**src/rtl/frag_walker_pkg.sv**
```systemverilog
package frag_walker_pkg;

  // Entry geometry
  localparam int ENTRY_W     = 64;
  localparam int VALID_BIT   = 0;
  localparam int LEAF_BIT    = 54;
  localparam int FURTHER_BIT = 55;
  localparam int BFS_LSB     = 59;
  localparam int BFS_W       = 5;

  // Table level being read; numeric value equals the level's index slot
  typedef enum logic [1:0] {
    LVL_PTE  = 2'd0,
    LVL_PDE0 = 2'd1,
    LVL_PDE1 = 2'd2,
    LVL_PDE2 = 2'd3
  } walk_level_e;

  typedef enum logic [1:0] {
    ST_IDLE  = 2'd0,
    ST_ISSUE = 2'd1,
    ST_WAIT  = 2'd2,
    ST_DONE  = 2'd3
  } walk_state_e;

  typedef enum logic [1:0] {
    PG_4K   = 2'd0,
    PG_2M   = 2'd1,
    PG_1G   = 2'd2,
    PG_512G = 2'd3
  } page_size_e;

endpackage

```
**src/rtl/frag_walker_index.sv**
```systemverilog
// Selects the table index out of the virtual address: a fixed-width slot per
// level, or a fragment-controlled field for the final-table step.
module frag_walker_index #(
  parameter int VA_W       = 48,
  parameter int LVL_BITS   = 9,
  parameter int PAGE_SHIFT = 12,
  parameter int BFS_W      = 5,
  parameter int LEVELS     = 4
) (
  input  logic [VA_W-1:0]  vaddr,
  input  logic [1:0]       level,
  input  logic             use_frag,
  input  logic [BFS_W-1:0] frag_width,
  input  logic [BFS_W-1:0] frag_shift,
  output logic [VA_W-1:0]  idx
);
  localparam int SH_W = 8;
  localparam logic [VA_W-1:0] LVL_MASK = VA_W'((64'd1 << LVL_BITS) - 64'd1);

  logic [VA_W-1:0] lvl_idx [LEVELS];

  for (genvar g = 0; g < LEVELS; g++) begin : g_slot
    localparam int SLOT_LSB = PAGE_SHIFT + g * LVL_BITS;
    assign lvl_idx[g] = (vaddr >> SLOT_LSB) & LVL_MASK;
  end

  logic [SH_W-1:0] frag_sh;
  logic [VA_W-1:0] frag_mask;

  always_comb begin
    frag_sh   = SH_W'(PAGE_SHIFT) + SH_W'(frag_shift);
    frag_mask = ~({VA_W{1'b1}} << frag_width);
    if (use_frag) idx = (vaddr >> frag_sh) & frag_mask;
    else          idx = lvl_idx[level];
  end

endmodule

```
**src/rtl/frag_walker_addr.sv**
```systemverilog
// Next entry address from a table word and an index.
module frag_walker_addr #(
  parameter int VA_W    = 48,
  parameter int PA_W    = 48,
  parameter int ENTRY_W = 64
) (
  input  logic [ENTRY_W-1:0] table_word,
  input  logic [VA_W-1:0]    idx,
  output logic [PA_W-1:0]    addr
);
  logic [ENTRY_W-1:0] qword_addr;
  logic [ENTRY_W-1:0] byte_addr;

  always_comb begin
    qword_addr = ((table_word >> 6) << 3) + ENTRY_W'(idx);
    byte_addr  = qword_addr << 3;
    addr       = byte_addr[PA_W-1:0];
  end

endmodule

```
**src/rtl/frag_walker_decode.sv**
```systemverilog
// Classifies one fetched entry at a given level.
module frag_walker_decode
  import frag_walker_pkg::*;
#(
  parameter int LEGAL_BFS = 9
) (
  input  walk_level_e      level,
  input  logic             ent_valid,
  input  logic             ent_leaf,
  input  logic             ent_further,
  input  logic [BFS_W-1:0] ent_bfs,
  input  logic [BFS_W-1:0] latched_bfs,
  output logic             leaf,
  output logic             fault,
  output logic             err,
  output logic             use_frag,
  output page_size_e       size,
  output logic [BFS_W-1:0] eff_bfs
);
  logic is_dir;
  logic bfs_seen;

  always_comb begin
    is_dir   = (level != LVL_PTE);
    bfs_seen = is_dir && (ent_bfs != '0);
    eff_bfs  = bfs_seen ? ent_bfs : latched_bfs;

    fault    = !ent_valid;
    err      = ent_valid && bfs_seen && (ent_bfs != BFS_W'(LEGAL_BFS));
    use_frag = (level == LVL_PDE0) && ent_further;

    unique case (level)
      LVL_PTE: begin
        leaf = 1'b1;
        size = PG_4K;
      end
      LVL_PDE0: begin
        leaf = ent_leaf || ((eff_bfs != '0) && !ent_further);
        size = PG_2M;
      end
      LVL_PDE1: begin
        leaf = ent_leaf;
        size = PG_1G;
      end
      default: begin
        leaf = ent_leaf;
        size = PG_512G;
      end
    endcase
  end

endmodule

```
**src/rtl/frag_walker.sv**
```systemverilog
module frag_walker
  import frag_walker_pkg::*;
#(
  parameter int VA_W       = 48,
  parameter int PA_W       = 48,
  parameter int LVL_BITS   = 9,
  parameter int PAGE_SHIFT = 12,
  parameter int LEGAL_BFS  = 9
) (
  input  logic               clk,
  input  logic               rst_n,
  input  logic               req_valid,
  output logic               req_ready,
  input  logic [VA_W-1:0]    req_vaddr,
  input  logic [PA_W-1:0]    req_root,
  output logic               mem_req_valid,
  input  logic               mem_req_ready,
  output logic [PA_W-1:0]    mem_req_addr,
  input  logic               mem_rsp_valid,
  input  logic [ENTRY_W-1:0] mem_rsp_data,
  output logic               res_valid,
  input  logic               res_ready,
  output logic [ENTRY_W-1:0] res_entry,
  output logic [1:0]         res_size,
  output logic               res_fault,
  output logic               res_err
);
  localparam int LEVELS = 4;

  walk_state_e        state_q;
  walk_level_e        level_q;
  walk_level_e        next_level;
  logic [VA_W-1:0]    vaddr_q;
  logic [PA_W-1:0]    addr_q;
  logic [BFS_W-1:0]   bfs_q;
  logic [ENTRY_W-1:0] res_entry_q;
  page_size_e         res_size_q;
  logic               res_fault_q;
  logic               res_err_q;

  // Entry decode
  logic             dec_leaf, dec_fault, dec_err, dec_use_frag;
  page_size_e       dec_size;
  logic [BFS_W-1:0] dec_eff_bfs;
  logic [BFS_W-1:0] ent_bfs;

  assign ent_bfs = mem_rsp_data[BFS_LSB +: BFS_W];

  frag_walker_decode #(
    .LEGAL_BFS (LEGAL_BFS)
  ) u_decode (
    .level       (level_q),
    .ent_valid   (mem_rsp_data[VALID_BIT]),
    .ent_leaf    (mem_rsp_data[LEAF_BIT]),
    .ent_further (mem_rsp_data[FURTHER_BIT]),
    .ent_bfs     (ent_bfs),
    .latched_bfs (bfs_q),
    .leaf        (dec_leaf),
    .fault       (dec_fault),
    .err         (dec_err),
    .use_frag    (dec_use_frag),
    .size        (dec_size),
    .eff_bfs     (dec_eff_bfs)
  );

  always_comb begin
    unique case (level_q)
      LVL_PDE2: next_level = LVL_PDE1;
      LVL_PDE1: next_level = LVL_PDE0;
      default:  next_level = LVL_PTE;
    endcase
  end

  // One index/address path serves both the root read and every later read
  logic               in_idle;
  logic [VA_W-1:0]    idx_vaddr;
  logic [1:0]         idx_level;
  logic               idx_frag;
  logic [VA_W-1:0]    idx;
  logic [ENTRY_W-1:0] tbl_word;
  logic [PA_W-1:0]    nxt_addr;

  always_comb begin
    in_idle   = (state_q == ST_IDLE);
    idx_vaddr = in_idle ? req_vaddr : vaddr_q;
    idx_level = in_idle ? 2'(LVL_PDE2) : 2'(next_level);
    idx_frag  = (state_q == ST_WAIT) && dec_use_frag;
    tbl_word  = in_idle ? ENTRY_W'(req_root) : mem_rsp_data;
  end

  frag_walker_index #(
    .VA_W       (VA_W),
    .LVL_BITS   (LVL_BITS),
    .PAGE_SHIFT (PAGE_SHIFT),
    .BFS_W      (BFS_W),
    .LEVELS     (LEVELS)
  ) u_index (
    .vaddr      (idx_vaddr),
    .level      (idx_level),
    .use_frag   (idx_frag),
    .frag_width (dec_eff_bfs),
    .frag_shift (ent_bfs),
    .idx        (idx)
  );

  frag_walker_addr #(
    .VA_W    (VA_W),
    .PA_W    (PA_W),
    .ENTRY_W (ENTRY_W)
  ) u_addr (
    .table_word (tbl_word),
    .idx        (idx),
    .addr       (nxt_addr)
  );

  logic walk_ends;
  assign walk_ends = dec_fault || dec_err || dec_leaf;

  always_ff @(posedge clk or negedge rst_n) begin
    if (!rst_n) begin
      state_q     <= ST_IDLE;
      level_q     <= LVL_PDE2;
      vaddr_q     <= '0;
      addr_q      <= '0;
      bfs_q       <= '0;
      res_entry_q <= '0;
      res_size_q  <= PG_4K;
      res_fault_q <= 1'b0;
      res_err_q   <= 1'b0;
    end else begin
      unique case (state_q)
        ST_IDLE: begin
          if (req_valid) begin
            vaddr_q <= req_vaddr;
            addr_q  <= nxt_addr;
            level_q <= LVL_PDE2;
            bfs_q   <= '0;
            state_q <= ST_ISSUE;
          end
        end
        ST_ISSUE: begin
          if (mem_req_ready) state_q <= ST_WAIT;
        end
        ST_WAIT: begin
          if (mem_rsp_valid) begin
            if (walk_ends) begin
              res_entry_q <= mem_rsp_data;
              res_size_q  <= dec_size;
              res_fault_q <= dec_fault;
              res_err_q   <= dec_err;
              state_q     <= ST_DONE;
            end else begin
              addr_q  <= nxt_addr;
              level_q <= next_level;
              bfs_q   <= dec_eff_bfs;
              state_q <= ST_ISSUE;
            end
          end
        end
        default: begin
          if (res_ready) state_q <= ST_IDLE;
        end
      endcase
    end
  end

  assign req_ready     = (state_q == ST_IDLE);
  assign mem_req_valid = (state_q == ST_ISSUE);
  assign mem_req_addr  = addr_q;
  assign res_valid     = (state_q == ST_DONE);
  assign res_entry     = res_entry_q;
  assign res_size      = res_size_q;
  assign res_fault     = res_fault_q;
  assign res_err       = res_err_q;

endmodule

```
**config.mk**
```make
export PLATFORM = sky130hd
export DESIGN_NAME = frag_walker
export DESIGN_NICKNAME = d
export VERILOG_FILES = /design/src/rtl/frag_walker_pkg.sv /design/src/rtl/frag_walker_index.sv /design/src/rtl/frag_walker_addr.sv /design/src/rtl/frag_walker_decode.sv /design/src/rtl/frag_walker.sv
export SDC_FILE = /design/constraint.sdc
export NUM_CORES = 1
export LEC_CHECK = 0
export ABC_CLOCK_PERIOD_IN_PS = 5000
export BUFFER_PORTS_ARGS = -buffer_cell sky130_fd_sc_hd__buf_2
export CAP_MARGIN = 0
export CORE_ASPECT_RATIO = 1.75
export CORE_MARGIN = 4
export CORE_UTILIZATION = 35
export CTS_CLUSTER_DIAMETER = 200
export DETAILED_ROUTE_END_ITERATION = 10
export PLACE_DENSITY = 0.62
export SYNTH_ARGS = -nofsm -noshare
export SYNTH_HDL_FRONTEND = slang
export SYNTH_SLANG_ARGS = --single-unit
```
**constraint.sdc**
```tcl
create_clock -name clk -period 5 [get_ports clk]
set_input_delay 0.75 -clock clk [delete_from_list [all_inputs] [get_ports clk]]
set_output_delay 0.75 -clock clk [all_outputs]
set_load 0.01 [all_outputs]
```
Yosys cells after proc, flatten, opt, wreduce, memory -nomap -nowiden --
Cells that the tools add are included.
Word-level totals: input bits 166, memories 0, output and inout bits 119, word-level logic and storage cells 79, RAM bits 0, register bits after elaboration 173, latch bits 0, ROM bits 0
Cells by class: multipliers 0, shift operators 2, magnitude comparators 1, bitwise logic cells 3, $add $sub $neg 2, equality and inequality tests 11, reduce and logical (&&, ||, !) cells 22, mux-type cells 29, divide/modulo/power cells 0
Operator list (count):
- $mux W48 | 5
- $mux W45 | 3
- $bmux W48 S2 | 1
- $pmux W48 S2 | 1
- $shl A48 B5 Y45 const A | 1
- $shr A48 B6 Y45 | 1
- $add A45 B45 Y45 | 1
- $and A45 B45 Y45 | 1
- $not A45 Y45 | 1
- $mux W5 | 4
- $mux W2 | 9
- $pmux W2 S3 | 2
- $pmux W5 S2 | 1
- $reduce_bool A5 Y1 | 2
- $eq A2 B2 Y1 const B | 4
- $pmux W2 S2 | 2
- $reduce_and A4 Y1 | 2
- $add A4 B5 Y6 const A | 1
- $logic_and A1 B1 Y1 | 6
- $ne A2 B2 Y1 const B | 3
- $ne A5 B4 Y1 const B | 1
- $eq A2 B1 Y1 const B | 2
- $logic_not A2 Y1 | 2
- $reduce_bool A2 Y1 | 2
- 9 further kinds | 12

Logic depth before layout (Yosys ltp) --
depth after elaboration 12, gate-level depth with buffers 23, gate-level depth less buffers 18

Modules after synthesis --
Synthesis repeated with hierarchy kept, for this count alone.
Unflattened totals: cells, all modules 1261, area total of the unflattened synthesis 13605.5 sq um
Modules (own cells, without submodules):
- frag_walker | cells an instance 523, area each 7923.8 sq um, times used 1, sequential area each 4331.7 sq um
- frag_walker_index | cells an instance 342, area each 2930.3 sq um, times used 1, sequential area each 0.0 sq um
- frag_walker_addr | cells an instance 374, area each 2596.2 sq um, times used 1, sequential area each 0.0 sq um
- frag_walker_decode | cells an instance 22, area each 155.1 sq um, times used 1, sequential area each 0.0 sq um

Worst setup path after synthesis --
OpenSTA, ideal clock, no wires.
path type input port to flip-flop, from in mem_rsp_data[60], to reg addr_q[26], in the netlist mem_req_addr[26], buffers on the path 4, stages on the path 19, arrival time 4.861 ns, library setup time 0.126 ns, required time 4.874 ns, path slack 0.013 ns, cells stage by stage clkbuf_1 > clkbuf_1 > clkbuf_1 > clkbuf_1 > mux2i_1 > mux2i_1 > a21o_1 > nand3_1 > o221ai_1 > ha_1 > fa_1 > a21o_1 > a221oi_1 > a21oi_1 > o21ai_0 > o21ai_0 > a31oi_1 > xnor2_1 > a21oi_1
Between the ends: word-level cells in the longest chain between the ends 11, elaborated cells between the ends (all ways) 25, classes of those cells 2 x add/sub; 2 x eq/ne; 2 x shift; 7 x mux; 2 x bitwise; 10 x reduce/logical
RTL lines:
- start: declaration | RTL line frag_walker.sv:20 | input logic [ENTRY_W-1:0] mem_rsp_data,
- branches (longest 11 deep; another with $add A45 B45 Y45)
- end signal: assignment | RTL line frag_walker.sv:135 | addr_q <= nxt_addr;
- end signal: assignment | RTL line frag_walker.sv:153 | addr_q <= nxt_addr;
- end: declaration | RTL line frag_walker.sv:34 | logic [PA_W-1:0] addr_q;
Several ways; the timed one is not identified. The select of a mux whose other input is x is not followed. A chain may end at the register's enable or synchronous reset.

Worst setup path in the final report --
from reg state_q[0], to reg addr_q[26], in the netlist mem_req_addr[26]
Between the ends: word-level cells in the longest chain between the ends 11, elaborated cells between the ends (all ways) 23, classes of those cells 1 x add/sub; 4 x eq/ne; 1 x shift; 11 x mux; 2 x bitwise; 4 x reduce/logical
RTL lines:
- start: declaration | RTL line frag_walker.sv:30 | walk_state_e state_q;
- start signal: assignment | RTL line frag_walker.sv:121 | state_q <= ST_IDLE;
- start signal: assignment | RTL line frag_walker.sv:138 | state_q <= ST_ISSUE;
- start signal: assignment | RTL line frag_walker.sv:142 | if (mem_req_ready) state_q <= ST_WAIT;
- branches (longest 11 deep; another with $add A45 B45 Y45)
Several ways; the timed one is not identified. The select of a mux whose other input is x is not followed.

==> impl_results.md <==
* Run status: completed
* Crit-path cells: or2_4 > buf_4 > buf_4 > mux4_2 > nand2_1 > and3_1 > a21oi_1 > mux2i_1 > o221ai_2 > ha_1 > fa_1 > a21o_1 > a221oi_1 > buf_4 > a21oi_1 > buf_4 > o21ai_2 > o21ai_1 > a31oi_1 > xnor2_1 > a21oi_1
* Reg-to-reg slack, setup at 0.13 ns
* Data required time at the worst endpoint at 5.33 ns
* Critical path startpoint category: register
* Area of the die at 35,800 sq um
* DP Cell Count at 2,018
* Number of standard cells after synthesis at 1,232
* Count of buffers inserted at the top-level ports at 263
* Cell leakage power at 0.00725 uW
* Number of max-slew violations in the final report at 0
* Die width at 145 um
* Total CTS buffers at 17
* Core Region at 32,200 sq um
* Number of nets in the layout at 1,836
* Iteration-0 DRC Markers at 638
* Root buffer cell: sky130_fd_sc_hd__clkbuf_16
* Data arrival time of the worst path at 5.20 ns
* Share of flip-flops with an asynchronous set or reset after synthesis at 100%
* Design Power at 9630 uW
* EDFF count, synth at 0
* Global-route usage over all layers at 23.7%
* Clock Skews at 0.0157 ns
* Max-slew headroom at 53.3%
* Start of the worst register-to-register path: state_q[0]$_DFFE_PN0P_
* Height of the chip at 247 um
* Pwr/cell area at 629 nW/um^2
* Total number of yosys warnings at 0
* Pre-CTS setup slack at -0.351 ns
* Clk sink count at 158
* Non-filler instance count after layout at 2,056
* Highest-count cells in the layout ignoring fill and taps: 262 x sky130_fd_sc_hd__buf_2, 206 x sky130_fd_sc_hd__buf_4, 187 x sky130_fd_sc_hd__nand2_1
* Area delta synth->final at 33.8%
* Terminus of the critical flop-to-flop path: mem_req_addr[26]$_DFFE_PN0P_
* Clock insertion delay at the later pin of the skew report at 0.46 ns
* Reg2Reg Depth at 21
* Fill count at 3,157
* Number of nets with antenna violations after routing at 0
* Maximum single-stage delay on the critical path at 0.47 ns
* Number of ports placed on the die boundary at 285
* Initial antenna violation count at 2
* Count of state elements after synthesis at 158
* Count of endpoints failing setup in the final report at 0
* Most common library cell in the layout ignoring fill and taps: sky130_fd_sc_hd__buf_2
* Final HPWL DP at 34.1 mm
* Worst Max-Slew Pin Slew at 0.699 ns
* Total Neg Setup Slack at 0 ns
* Setup slack after layout at 0.125 ns
* CP Capture Type: register
* Initial core utilization at 35.5%
* Cell Area, Synth at 11,400 sq um
* Number of buffers inserted by hold repair at cts at 0
* Dominant cell type by count on the critical path: sky130_fd_sc_hd__buf_4
* Detailed-routing iteration count for the pre-antenna-repair pass at 6
* Residual overflow from global routing at 0
* Type of the tightest min-delay check: in -> async
* Average wire per standard cell at 20.7 um
* Number of hold violations in the final report at 0
* Post-synth cell types at 71
* Mean number of vias per cell at 5.44
* Wire length of the first global-routing pass at 64.7 mm
* Via count at 11,181
* Remaining DRCs at 0
* Count of max-cap constraint violations at 0
* H-tree levels at 4
* Weighted congestion reported at the end of routability-driven placement at 0.946
* Site row count at 87
* CP max FO at 7
* Worst-path clk slew at 0.08 ns
* Critical Setup Path Class: reg -> reg
* Highest achievable clock rate at 205 MHz
* Main flop type after synthesis: sky130_fd_sc_hd__dfrtp_1
* Final routed wirelength across all metal layers at 42.6 mm
* Clock tree from TritonCTS: built
* Vias in the first global route at 11,492
* Share of final-layout standard cells stronger than drive strength 1 at 42.2%
* Synthesized area per cell at 9.29 sq um
* Max stage delay cell, worst path: sky130_fd_sc_hd__dfrtp_2
* Tmin final at 4.87 ns
* Final clock period utilization by the worst path at 97.5%
* Maximum number of pins on one net before global-route repair at 94
* Clock Path Buffers at 2
* Maximum VDD drop at 0.000296 V
* Sequential-to-total area share from yosys stat at 34.6%
## report_power, final
part           total, uW  switching, uW  internal [uW]
Clock               1300            616            681
Combinational       5980           3140           2840
Sequential          2360            430           1930
## worst max-delay path by stage
stage	depth (start not counted)	slack (ns)	to	from
final	21	0.13	mem_req_addr[26]$_DFFE_PN0P_	state_q[0]$_DFFE_PN0P_
after global routing	23	-0.02	mem_req_addr[43]$_DFFE_PN0P_	state_q[0]$_DFFE_PN0P_
after CTS	19	0.004	mem_req_addr[36]$_DFFE_PN0P_	state_q[0]$_DFFE_PN0P_
after detailed placement	19	-0.35	mem_req_addr[45]$_DFFE_PN0P_	mem_rsp_data[60]
after global placement	19	-0.36	mem_req_addr[45]$_DFFE_PN0P_	mem_rsp_data[60]
after floorplan	19	0.01	mem_req_addr[26]$_DFFE_PN0P_	mem_rsp_data[60]
## repair_timing
action,4_1_cts,5_1_grt
setup endpoints to repair,12,27
gates resized for setup,16,36
endpoints found under the hold margin,0,0
gates cloned,1,0
setup buffers,2,1
pin swaps,2,8
## synth_stat cells, types with 10 or more instances
| library cell | number | area, sq um |
|---|---|---|
| sky130_fd_sc_hd__a211oi_1 | 29 | 218 |
| sky130_fd_sc_hd__xor2_1 | 17 | 149 |
| sky130_fd_sc_hd__mux4_2 | 30 | 676 |
| sky130_fd_sc_hd__nand2_1 | 187 | 702 |
| sky130_fd_sc_hd__mux2_2 | 106 | 1190 |
| sky130_fd_sc_hd__ha_1 | 28 | 350 |
| sky130_fd_sc_hd__and2_1 | 16 | 100 |
| sky130_fd_sc_hd__nand4_1 | 10 | 62.6 |
| sky130_fd_sc_hd__a31oi_1 | 10 | 62.6 |
| sky130_fd_sc_hd__nor3_1 | 17 | 85.1 |
| sky130_fd_sc_hd__clkbuf_1 | 46 | 173 |
| sky130_fd_sc_hd__nor2_1 | 77 | 289 |
| sky130_fd_sc_hd__mux2i_1 | 86 | 861 |
| sky130_fd_sc_hd__xnor2_1 | 22 | 193 |
| sky130_fd_sc_hd__o21ai_0 | 74 | 370 |
| sky130_fd_sc_hd__inv_1 | 10 | 37.5 |
| sky130_fd_sc_hd__nand3_1 | 19 | 95.1 |
| sky130_fd_sc_hd__a21o_1 | 15 | 113 |
| sky130_fd_sc_hd__buf_2 | 26 | 130 |
| sky130_fd_sc_hd__and3_1 | 10 | 62.6 |
| sky130_fd_sc_hd__dfrtp_1 | 156 | 3900 |
| sky130_fd_sc_hd__a21oi_1 | 93 | 465 |
## through the flow
step                      cell area [sq um]  util [%]  hold WS (ns)
after floorplan                       11500         -         0.454
after global placement                14500      45.1         0.450
after detailed placement              14500      45.1         0.455
after CTS                             15200      47.1         0.288
after global routing                  15300      47.5         0.323
final                                 15300      47.5         0.262
## flip-flops by register name, summed over array words and instances, names as in the netlist
register and flops:
res_entry 64, mem_req_addr 45, vaddr_q 36, bfs_q 5, level_q 2, res_size 2, state_q 2, res_err 1
res_fault 1
## cell type report
cell class	instances	area, sq um	area share, %
clock buffer	19	453	2.96
antenna	2	5.00	0.0327
tap	400	500	3.27
timing repair buffer	477	3010	19.6
inverter	15	56.3	0.368
multi-input combinational	972	7220	47.1
clock inverter	13	119	0.776
sequential	158	3960	25.8
## cell families after synthesis
logic type | count (synthesis) | synth area share (%)
compound gates | 297 | 16.2
xor+xnor | 39 | 2.98
fa+ha+maj | 29 | 3.24
buf+inv | 105 | 4.15
flops | 158 | 34.6
mux | 222 | 23.9
other cells | 1 | 0.0328
simple gates | 381 | 15.0
## routing by layer
layer | up-vias | part of all wire (%) | GRT usage, %
li1 | 5310 | - | -
met1 | 5388 | 36 | 25.4
met2 | 362 | 53 | 43.3
met3 | 121 | 3.8 | 3.17
met4 | 0 | 7.1 | 14.2
met5 | - | 0 | 0
## critical path: cells and delay by family (launching register included)
kind	cells	cell delay (ns)
xor gates and xnor gates	1	0.16
buffers and inverters	4	0.64
adders and majority gates	2	0.64
AOI/OAI and AO/OA	9	1.49
muxes	2	0.73
DFF	1	0.47
and+or+nand+nor	3	0.59
Note: power is estimated with default switching activity, not from simulation.
